--- src/rtl/irq_mod_pkg.sv ---
package irq_mod_pkg;
  localparam int unsigned DLY_W = 16;

  typedef enum logic [1:0] {
    SEL_RX_TMR   = 2'd0,
    SEL_RX_ABS   = 2'd1,
    SEL_TX_ABS   = 2'd2,
    SEL_THROTTLE = 2'd3
  } dly_sel_e;

  typedef struct packed {
    logic [DLY_W-1:0] rx_tmr;
    logic [DLY_W-1:0] rx_abs;
    logic [DLY_W-1:0] tx_abs;
    logic [DLY_W-1:0] throttle;
  } dly_regs_t;
endpackage

--- src/rtl/irq_mod_regs.sv ---
module irq_mod_regs
  import irq_mod_pkg::*;
(
  input  logic             clk_i,
  input  logic             rst_ni,
  input  logic             we_i,
  input  logic [1:0]       sel_i,
  input  logic [DLY_W-1:0] wdata_i,
  output dly_regs_t        regs_o
);
  dly_regs_t regs_q;

  always_ff @(posedge clk_i or negedge rst_ni) begin
    if (!rst_ni) begin
      regs_q <= '0;
    end else if (we_i) begin
      case (dly_sel_e'(sel_i))
        SEL_RX_TMR:   regs_q.rx_tmr   <= wdata_i;
        SEL_RX_ABS:   regs_q.rx_abs   <= wdata_i;
        SEL_TX_ABS:   regs_q.tx_abs   <= wdata_i;
        default:      regs_q.throttle <= wdata_i;
      endcase
    end
  end

  assign regs_o = regs_q;
endmodule

--- src/rtl/irq_mod_tick.sv ---
module irq_mod_tick #(
  parameter int unsigned PRESCALE = 32
) (
  input  logic clk_i,
  input  logic rst_ni,
  input  logic clear_i,
  output logic tick_o
);
  localparam int unsigned PW = (PRESCALE > 2) ? $clog2(PRESCALE) : 1;
  localparam logic [PW-1:0] LAST = PW'(PRESCALE - 1);

  logic [PW-1:0] cnt_q;

  always_ff @(posedge clk_i or negedge rst_ni) begin
    if (!rst_ni)              cnt_q <= '0;
    else if (clear_i)         cnt_q <= '0;
    else if (cnt_q == LAST)   cnt_q <= '0;
    else                      cnt_q <= cnt_q + 1'b1;
  end

  assign tick_o = (cnt_q == LAST);

  // single-cycle strobe unless restarted
  a_r4_tick_pulse: assert property (@(posedge clk_i) disable iff (!rst_ni)
    (tick_o && !clear_i) |=> !tick_o);
endmodule

--- src/rtl/irq_mod_window.sv ---
module irq_mod_window
  import irq_mod_pkg::*;
#(
  parameter int unsigned SHIFT = 2,
  localparam int unsigned WIN_W = DLY_W + SHIFT
) (
  input  dly_regs_t        regs_i,
  input  logic             tx_hint_i,
  input  logic             tx_cause_i,
  input  logic             rx_cause_i,
  output logic [WIN_W-1:0] win_o
);
  localparam int unsigned NCAND = 3;

  logic [NCAND-1:0] cand_en;
  logic [WIN_W-1:0] cand_val [NCAND];
  logic [WIN_W-1:0] cand_eff [NCAND];

  assign cand_en[0]  = tx_hint_i & tx_cause_i;
  assign cand_val[0] = WIN_W'(regs_i.tx_abs) << SHIFT;
  assign cand_en[1]  = (regs_i.rx_tmr != '0) & rx_cause_i;
  assign cand_val[1] = WIN_W'(regs_i.rx_abs) << SHIFT;
  assign cand_en[2]  = 1'b1;
  assign cand_val[2] = WIN_W'(regs_i.throttle);

  for (genvar g = 0; g < NCAND; g++) begin : g_cand
    assign cand_eff[g] = cand_en[g] ? cand_val[g] : '0;
  end

  // zero means unset and never wins
  always_comb begin
    win_o = '0;
    for (int i = 0; i < NCAND; i++) begin
      if (cand_eff[i] != '0 && (win_o == '0 || cand_eff[i] < win_o))
        win_o = cand_eff[i];
    end
  end
endmodule

--- src/rtl/irq_mod_timer.sv ---
module irq_mod_timer #(
  parameter int unsigned CNT_W = 20
) (
  input  logic             clk_i,
  input  logic             rst_ni,
  input  logic             arm_i,
  input  logic [CNT_W-1:0] load_i,
  input  logic             tick_i,
  output logic             run_o
);
  logic [CNT_W-1:0] cnt_q;
  logic             run_q;

  always_ff @(posedge clk_i or negedge rst_ni) begin
    if (!rst_ni) begin
      cnt_q <= '0;
      run_q <= 1'b0;
    end else if (arm_i) begin
      cnt_q <= load_i;
      run_q <= 1'b1;
    end else if (run_q && tick_i) begin
      if (cnt_q <= CNT_W'(1)) begin
        cnt_q <= '0;
        run_q <= 1'b0;
      end else begin
        cnt_q <= cnt_q - 1'b1;
      end
    end
  end

  assign run_o = run_q;

  a_r8_load_nonzero: assert property (@(posedge clk_i) disable iff (!rst_ni)
    arm_i |-> (load_i != '0));
  a_r4_run_count: assert property (@(posedge clk_i) disable iff (!rst_ni)
    run_q |-> (cnt_q != '0));
endmodule

--- src/rtl/irq_moderator.sv ---
module irq_moderator
  import irq_mod_pkg::*;
#(
  parameter int unsigned CAUSE_W  = 16,
  parameter int unsigned WR_W     = 32,
  parameter int unsigned TXDW_BIT = 0,
  parameter int unsigned TXQE_BIT = 1,
  parameter int unsigned RXT0_BIT = 7,
  parameter int unsigned PRESCALE = 32,
  parameter int unsigned SHIFT    = 2,
  parameter int unsigned CNT_W    = 20
) (
  input  logic               clk_i,
  input  logic               rst_ni,
  input  logic               mod_en_i,
  input  logic               reg_we_i,
  input  logic [1:0]         reg_sel_i,
  input  logic [WR_W-1:0]    reg_wdata_i,
  input  logic [CAUSE_W-1:0] irq_mask_i,
  input  logic [CAUSE_W-1:0] irq_cause_i,
  input  logic               txd_accept_i,
  input  logic               txd_ide_i,
  output logic               irq_o
);
  localparam int unsigned WIN_W = DLY_W + SHIFT;

  dly_regs_t          regs;
  logic [CAUSE_W-1:0] pend_vec;
  logic               pend_any, rise, decide, arm;
  logic               running, tick;
  logic               line_q, line_d, hint_q;
  logic [WIN_W-1:0]   win;
  logic               unused_wr_hi;

  assign unused_wr_hi = ^reg_wdata_i[WR_W-1:DLY_W];

  irq_mod_regs i_regs (
    .clk_i   (clk_i),
    .rst_ni  (rst_ni),
    .we_i    (reg_we_i),
    .sel_i   (reg_sel_i),
    .wdata_i (reg_wdata_i[DLY_W-1:0]),
    .regs_o  (regs)
  );

  assign pend_vec = irq_mask_i & irq_cause_i;
  assign pend_any = |pend_vec;

  irq_mod_window #(.SHIFT(SHIFT)) i_window (
    .regs_i     (regs),
    .tx_hint_i  (hint_q),
    .tx_cause_i (pend_vec[TXDW_BIT] | pend_vec[TXQE_BIT]),
    .rx_cause_i (pend_vec[RXT0_BIT]),
    .win_o      (win)
  );

  assign rise   = pend_any & ~line_q;
  assign decide = rise & ~running & mod_en_i;
  assign arm    = decide & (win != '0);

  irq_mod_tick #(.PRESCALE(PRESCALE)) i_tick (
    .clk_i   (clk_i),
    .rst_ni  (rst_ni),
    .clear_i (arm),
    .tick_o  (tick)
  );

  irq_mod_timer #(.CNT_W(CNT_W)) i_timer (
    .clk_i  (clk_i),
    .rst_ni (rst_ni),
    .arm_i  (arm),
    .load_i ({{(CNT_W-WIN_W){1'b0}}, win}),
    .tick_i (tick),
    .run_o  (running)
  );

  // new assertion inside a window is held; falls always pass
  always_comb begin
    if (rise && running) line_d = line_q;
    else                 line_d = pend_any;
  end

  always_ff @(posedge clk_i or negedge rst_ni) begin
    if (!rst_ni) begin
      line_q <= 1'b0;
      hint_q <= 1'b0;
    end else begin
      line_q <= line_d;
      if (txd_accept_i && txd_ide_i) hint_q <= 1'b1;
      else if (decide)                hint_q <= 1'b0;
    end
  end

  assign irq_o = line_q;

  a_r9_fall: assert property (@(posedge clk_i) disable iff (!rst_ni)
    (line_q && !pend_any) |=> !irq_o);
  a_r4_hold: assert property (@(posedge clk_i) disable iff (!rst_ni)
    (running && !line_q) |=> !irq_o);
  a_r3_rise: assert property (@(posedge clk_i) disable iff (!rst_ni)
    (!line_q && pend_any && !running) |=> irq_o);
  a_r10_no_arm: assert property (@(posedge clk_i) disable iff (!rst_ni)
    (!mod_en_i && !running) |=> !running);
endmodule

--- config.mk ---
export PLATFORM = sky130hd
export DESIGN_NAME = irq_moderator
export DESIGN_NICKNAME = d
export VERILOG_FILES = /design/src/rtl/irq_mod_pkg.sv /design/src/rtl/irq_mod_regs.sv /design/src/rtl/irq_mod_tick.sv /design/src/rtl/irq_mod_window.sv /design/src/rtl/irq_mod_timer.sv /design/src/rtl/irq_moderator.sv
export SDC_FILE = /design/constraint.sdc
export NUM_CORES = 1
export LEC_CHECK = 0
export ABC_AREA = 1
export BUFFER_PORTS_ARGS = -buffer_cell sky130_fd_sc_hd__buf_4
export CAP_MARGIN = 10
export CORE_UTILIZATION = 45
export DETAILED_ROUTE_END_ITERATION = 16
export HOLD_SLACK_MARGIN = 0.15
export PLACE_DENSITY = 0.69
export SKIP_LAST_GASP = 1
export SLEW_MARGIN = 5
export SYNTH_ARGS = -nofsm -noshare
export SYNTH_HDL_FRONTEND = slang
export SYNTH_HIERARCHICAL = 1
export SYNTH_SLANG_ARGS = --single-unit
--- constraint.sdc ---
create_clock -name clk_i -period 7.2 [get_ports clk_i]
set_input_delay 1.08 -clock clk_i [delete_from_list [all_inputs] [get_ports clk_i]]
set_output_delay 1.08 -clock clk_i [all_outputs]
set_load 0.005 [all_outputs]
Yosys cells after proc, flatten, opt, wreduce, memory -nomap -nowiden:

Index checks and enable logic that the tools add are counted.

* output and inout port bits: 1
* memory bits (read-only): 0
* bits of input ports: 72
* logic and storage cells: 68
* memories kept: 0
* latch bits: 0
* bits in writable memories: 0
* bits in registers: 92

* equality and inequality tests: 3
* div/mod/pow operators: 0
* shift operators: 0
* multiply operators: 0
* bitwise operators: 11
* reductions and logical operators: 25
* add/subtract/negate cells: 2
* multiplexer cells: 15
* $lt $le $gt $ge: 3

Operators with widths (number)
* 18-bit two-way mux: 5
* 18-bit nonzero test: 4
* 20-bit two-way mux: 3
* 18-bit logical NOT: 2
* 20-bit by 1-bit less-or-equal comparator with 1-bit output (second input constant): 1
* 20-bit by 1-bit subtractor with 20-bit output (second input constant): 1
* 16-bit by 18-bit < comparator with 1-bit output: 1
* 18-bit < comparator: 1
* 16-bit AND: 1
* 16-bit nonzero test: 1
* 16-bit OR reduction: 1
* 5-bit two-way mux: 2
* 2-bit AND reduction: 5
* 1-bit AND: 6
* 2-bit nonzero test: 3
* 5-bit by 1-bit adder with 5-bit output (second input constant): 1
* 5-bit equality test (second input constant): 1
* 1-bit logical AND: 5
* 1-bit two-way mux: 5
* 1-bit NOT: 3
* 3-bit OR reduction: 1
* 2-bit by 1-bit equality test with 1-bit output (second input constant): 1
* 2-bit equality test (second input constant): 1
* 2-bit logical NOT: 1
* 2 further kinds: 3

Longest topological paths before layout:

* depth in word-level cells: 18
* depth in mapped cells: 46
* gate-level depth less buffers: 42

By module:

The synthesis kept the hierarchy.

Modules (own cells, without submodules)
* irq_mod_regs: seq. area each 1601.5 um2, cells each 285, times used 1, area an instance 2611.3 um2
* irq_mod_timer: seq. area each 525.5 um2, cells each 259, times used 1, area an instance 1794.2 um2
* irq_mod_window: seq. area each 0.0 um2, cells each 286, times used 1, area an instance 1609.0 um2
* irq_moderator: seq. area each 50.0 um2, cells each 56, times used 1, area an instance 275.3 um2
* irq_mod_tick: seq. area each 125.1 um2, cells each 23, times used 1, area an instance 225.2 um2

Worst setup path after synthesis:

Ideal clock, no wire load.

* path kind: input to register
* from: in irq_mask_i[0]
* to: reg i_timer.cnt_q[13]
* library setup time: 0.115 ns
* cell stages on the path: 36
* path buffers: 4
* slack: 1.702 ns
* arrival: 5.383 ns
* data required time: 7.085 ns
* cells stage by stage: nand2_1 > nand2_2 > nand2_1 > inv_2 > buf_6 > nand2_1 > ha_1 > a21oi_1 > nor2_1 > a211oi_1 > o221a_2 > nand2_1 > nand2_1 > nand2_2 > buf_6 > o21ai_0 > ha_1 > a21oi_1 > nor2_1 > a211oi_1 > o22a_1 > nand2_2 > nand2_4 > buf_4 > nand3_1 > nand2_1 > nor2_1 > nand4_1 > nor3_1 > nor2_1 > inv_2 > nand2_1 > clkbuf_1 > o21ai_0 > inv_1 > nand2_2

* longest elaborated chain between the ends: 17
* elaborated cells between the ends (all ways): 24
* those cells by class: order compare (2); mux (5); bitwise (7); reduce/logical (10)

Ends and longest elaborated chain
* start, declared: RTL line irq_moderator.sv:19 `input logic [CAUSE_W-1:0] irq_mask_i,`
* 16-bit AND (*): RTL line irq_moderator.sv:46 `assign pend_vec = irq_mask_i & irq_cause_i;`
* 1-bit bitwise OR (*): RTL line irq_moderator.sv:52 `.tx_cause_i (pend_vec[TXDW_BIT] | pend_vec[TXQE_BIT]),`
* 1-bit AND (*): RTL line irq_mod_window.sv:19 `assign cand_en[0] = tx_hint_i & tx_cause_i;`
* 18-bit two-way mux (*): RTL line irq_mod_window.sv:27 `assign cand_eff[g] = cand_en[g] ? cand_val[g] : '0;`
* 18-bit nonzero test: RTL line irq_mod_window.sv:34 `if (cand_eff[i] != '0 && (win_o == '0 || cand_eff[i] < win_o))`
* 18-bit two-way mux (*): RTL line irq_mod_window.sv:34
* 18-bit < comparator / 18-bit logical NOT (equally long branches): RTL line irq_mod_window.sv:34
* 1-bit logical OR: RTL line irq_mod_window.sv:34
* (+3 left out)
* 1-bit logical OR: RTL line irq_mod_window.sv:34
* 1-bit logical AND: RTL line irq_mod_window.sv:34
* 18-bit two-way mux (*): RTL line irq_mod_window.sv:34
* via win[10]: RTL line irq_moderator.sv:32 `logic [WIN_W-1:0] win;`
* 18-bit nonzero test (*): RTL line irq_moderator.sv:59 `assign arm = decide & (win != '0);`
* 1-bit AND (*): RTL line irq_moderator.sv:59
* via arm: RTL line irq_moderator.sv:29 `logic pend_any, rise, decide, arm;`
* 20-bit two-way mux / 2-bit nonzero test (equally long branches)
* end signal, assigned: RTL line irq_mod_timer.sv:19 `cnt_q <= load_i;`
* end signal, assigned: RTL line irq_mod_timer.sv:26 `cnt_q <= cnt_q - 1'b1;`
* end, declared: RTL line irq_mod_timer.sv:11 `logic [CNT_W-1:0] cnt_q;`

The timed path passes the listed nets; every way through them passes the cells marked *.
A chain may end at the register's enable or synchronous reset.

Worst setup path in the final report:

* from: in irq_mask_i[0]
* to: reg i_timer.cnt_q[15]

The elaborated chain is that of the path after synthesis.

==> results.md <==
- The worst-case vdd ir drop is 0.180 mV.
- Summed over all instances, the cell type with the most area after synthesis is dfrtp_1.
- In the final design database the tool counted 1051 nets.
- The slew at the pin closest to its max-slew limit is 0.882 ns.
- The quantity of I/O buffers inserted on ports is 56.
- The violation count after the first detailed-routing iteration is 422.
- The die covers 15000 sq um.
- The time the final worst path needs with I/O delays and setup is 6.29 ns.
- In this run the standard cell core region covers 14000 sq um.
- The via count of the first global-routing pass is 5562.
- The area of all placed cells without fillers is 7280 sq um.
- The sort of element at the start of the critical path is an input port.
- The detailed-route wire length is 16.2 mm.
- The placed cell area is 6970 sq um.
- After clock tree synthesis, the repair step resized 0 gates.
- The flow ran to the end, and the final reports show no timing, DRC or antenna violations.
- In the final routed layout, each cell accounts on average for 14.3 um.
- The first detailed-routing pass took 5 iterations.
- Of all nets on the critical path, the largest fanout is 36.
- The slack of the critical path is 0.914 ns.
- The number of inserted diodes is 0.
- Adding up every negative setup slack in the final design gives 0 ns.
- The H-tree depth is 3.
- The standby leakage power is 3.90 nW.
- Pin placement for this block handled 73 I/O pins.
- For the final database, setup skew stands at 0.00599 ns.
- The number of antenna violations at the first check in global routing is 0.
- The relative max-transition margin is 41.2%.
- Counting flops and latches in the post-synthesis netlist gives 92.
- The die extent in y is 122 um.
- Counting flops with an async set or reset pin after synthesis yields a share of 100%.
- The pre-CTS worst setup slack is 0.569 ns.
- The clock-pin slew on the worst setup and hold paths is 0.07 ns.
- The nature of the critical path endpoint is a register.
- The first global-routing pass estimated 27.8 mm of wire.
- The prevailing post-synth register cell is dfrtp_1.
- The share of the clock period used by the worst path is 87.3%.
- Summed over all layers, the global routing overflow is 0.
- In the final layout, the share of cells above drive strength 1 is 16.2%.
- The total count of hold-check failures in the final report is 0.
- The top cell type by area accounts for 35.3% of the synthesized area.
- The standard-cell row count is 43.
- In this run the power density over the cells is 328 nW/um^2.
- The effective utilization at floorplan is 46.6%.
- The final setup violation count is 0.
- The detailed placement HPWL is 11.7 mm.
- The post-route DRC violation count is 0.
- The area added between synthesis and finish is 11.8%.
- The clock passes through at most 2 buffers.
- The clock latency on the worst-skew pair is 0.35 ns.
- The design draws 0.00239 W.
- At the worst endpoint, the arrival time is 6.58 ns.
- The setup path with the least slack is of type in -> reg.
- In the routed layout, each cell is associated on average with a via count of 5.16.
- The post-CTS repair timing setup buffer count is 0.
- After synthesis, the mean cell area works out to 7.17 sq um.
- The number of unique standard cell types used by synthesis is 46.
- For this run, the number of Yosys warnings is 6.
- Across the run, the number of max-cap violations was 0.
- The largest individual stage delay along the critical path comes from the cell o21ai_0.
- The global placement routability congestion is 0.868.
- The detail route stage leaves a number of antenna-violating nets equal to 0.
- The number of CTS-inserted buffers is 9.
- Clock tree synthesis found a total of 92 sinks.
- The floorplan step set the die width to 122 um.
- The root cell of the clock tree is clkbuf_16.
- The number of pins with negative max-slew slack in the final report is 0.
- Based on the critical path, the design can be clocked at up to 159 MHz.
- Counting every instance in the synthesized netlist gives 909.
- Buffers inserted to repair hold after CTS numbered 0.
- The min-delay analysis places its worst path in the category reg -> reg.
- The clock tree from TritonCTS is done.
- Summing every instance area after synthesis gives 6510 sq um.
- The via total after detailed routing is 5840.
- The largest net degree at the start of global routing is 71.
- Across all hold checks on the routed design, the worst slack comes to 0.472 ns.
- By area the synthesized netlist is led by dfrtp_1 (35%), nand2_1 (18%), nand4_1 (6.2%), ha_1 (6.1%), inv_1 (5.0%).
- Counting stages on the worst path, the most repeated cell is nand2_1.
- The total routing usage reported by global routing is 24.0%.
- The count of flip-flops with a built-in enable after synthesis is 0.
- After synthesis, flip-flops and latches occupy 35.3% of the total area.
- The peak per-stage delay on the critical path is 0.49 ns.
- STA puts the critical path data required time at 7.49 ns.
- Setup repair after global routing left no endpoint under its margin.
[synth_stat cells (3+ instances only)]
cell and instances:
nand2_1 319, dfrtp_1 92, inv_1 86, nor2_1 67, nand4_1 65, nand3_1 60, ha_1 32, nand2_2 28
o21ai_0 25, nand3_2 13, a21oi_1 12, buf_2 12, nor2_2 11, clkbuf_1 10, xor2_1 8, nand2_4 6
nor4_1 6, buf_6 5, nor2_4 5, a211oi_1 4, buf_4 4, nor3_1 4, o21ai_1 4, buf_1 3
o21a_1 3
[sequential cells by signal (all words and copies together) (netlist names)]
signal and count:
i_timer/cnt_q 20, hint_q 1, i_timer/run_o 1, i_tick/cnt_q 5, i_regs/regs_o 64, irq_o 1
[logic make-up (layout without fill, tap and decap cells)]
logic type | Yosys count | after routing | synth area share, %
other | 1 | 2 | 0.0576
flip-flops | 92 | 92 | 35.3
AO/OA/AOI/OAI | 52 | 52 | 4.51
buffers and inverters | 128 | 170 | 9.05
AND/OR/NAND/NOR | 596 | 596 | 43.8
adder cells (fa/ha/maj) | 32 | 32 | 6.15
XOR/XNOR | 8 | 8 | 1.08
[where the power goes]
part	total [W]	internal, W	switching [W]	leakage, nW
Combinational	0.00116	0.000412	0.000747	2.59
Sequential	0.000735	0.000630	0.000104	1.16
Clock	0.000496	0.000282	0.000214	0.151
Total	0.00239	0.00132	0.00107	3.90
[metal layers]
layer	track usage [%]	wire, um	vias up
met1	32.5	7690	2674
met3	3.62	671	19
li1	-	-	3016
met5	0	0	-
met2	39.2	7560	131
met4	7.39	261	0
[metrics by stage]
stage,cells,utilization [%]
floorplan,910,-
global placement,1116,49.8
detailed placement,1116,49.8
CTS,1132,52.1
global route,1132,52.1
finish,1132,52.1
[path summary, 6_finish.rpt]
path / startpoint / to / slack (ns) / cells after the start
max: irq_mask_i[0] / i_timer/cnt_q[15] / 0.91 / 35
min in group asynchronous: rst_ni / irq_o / 0.62 / 1
max reg2reg: i_regs/regs_o[53] / i_timer/cnt_q[15] / 1.37 / 35
min: i_regs/regs_o[31] / i_regs/regs_o[31] / 0.47 / 2
min reg2reg: i_regs/regs_o[31] / i_regs/regs_o[31] / 0.47 / 2
max in group asynchronous: rst_ni / i_regs/regs_o[14] / 5.39 / 2
[critical path, delay by kind of cell]
| family | cells | cell delay (ns) |
|---|---|---|
| buffers and inverters | 5 | 0.82 |
| AO/OA/AOI/OAI | 7 | 1.66 |
| AND/OR/NAND/NOR | 21 | 2.35 |
| adder cells (fa/ha/maj) | 2 | 0.64 |
[final cells by class]
class                      instances  area (sq um)
timing repair buffer              63           473
fill                            1423          6710
sequential                        92          2300
clock inverter                     6          71.3
multi-input combinational        690          3630
clock buffer                      10           239
tap                              180           225
inverter                          91           344
[cells in the final DEF (no fill, tap or decap), types with 6 or more instances in the layout]
cell type	Yosys	layout
clkbuf_16	0	9
nor2_1	67	67
nand2_2	28	28
nand4_1	65	65
nor2_2	11	11
buf_4	4	63
a21oi_1	12	12
nand2_1	319	319
dfrtp_1	92	92
nor4_1	6	6
nand3_2	13	13
nand2_4	6	6
xor2_1	8	8
ha_1	32	32
o21ai_0	25	25
inv_1	86	86
nand3_1	60	60
Power figures use the tool's default switching activity.
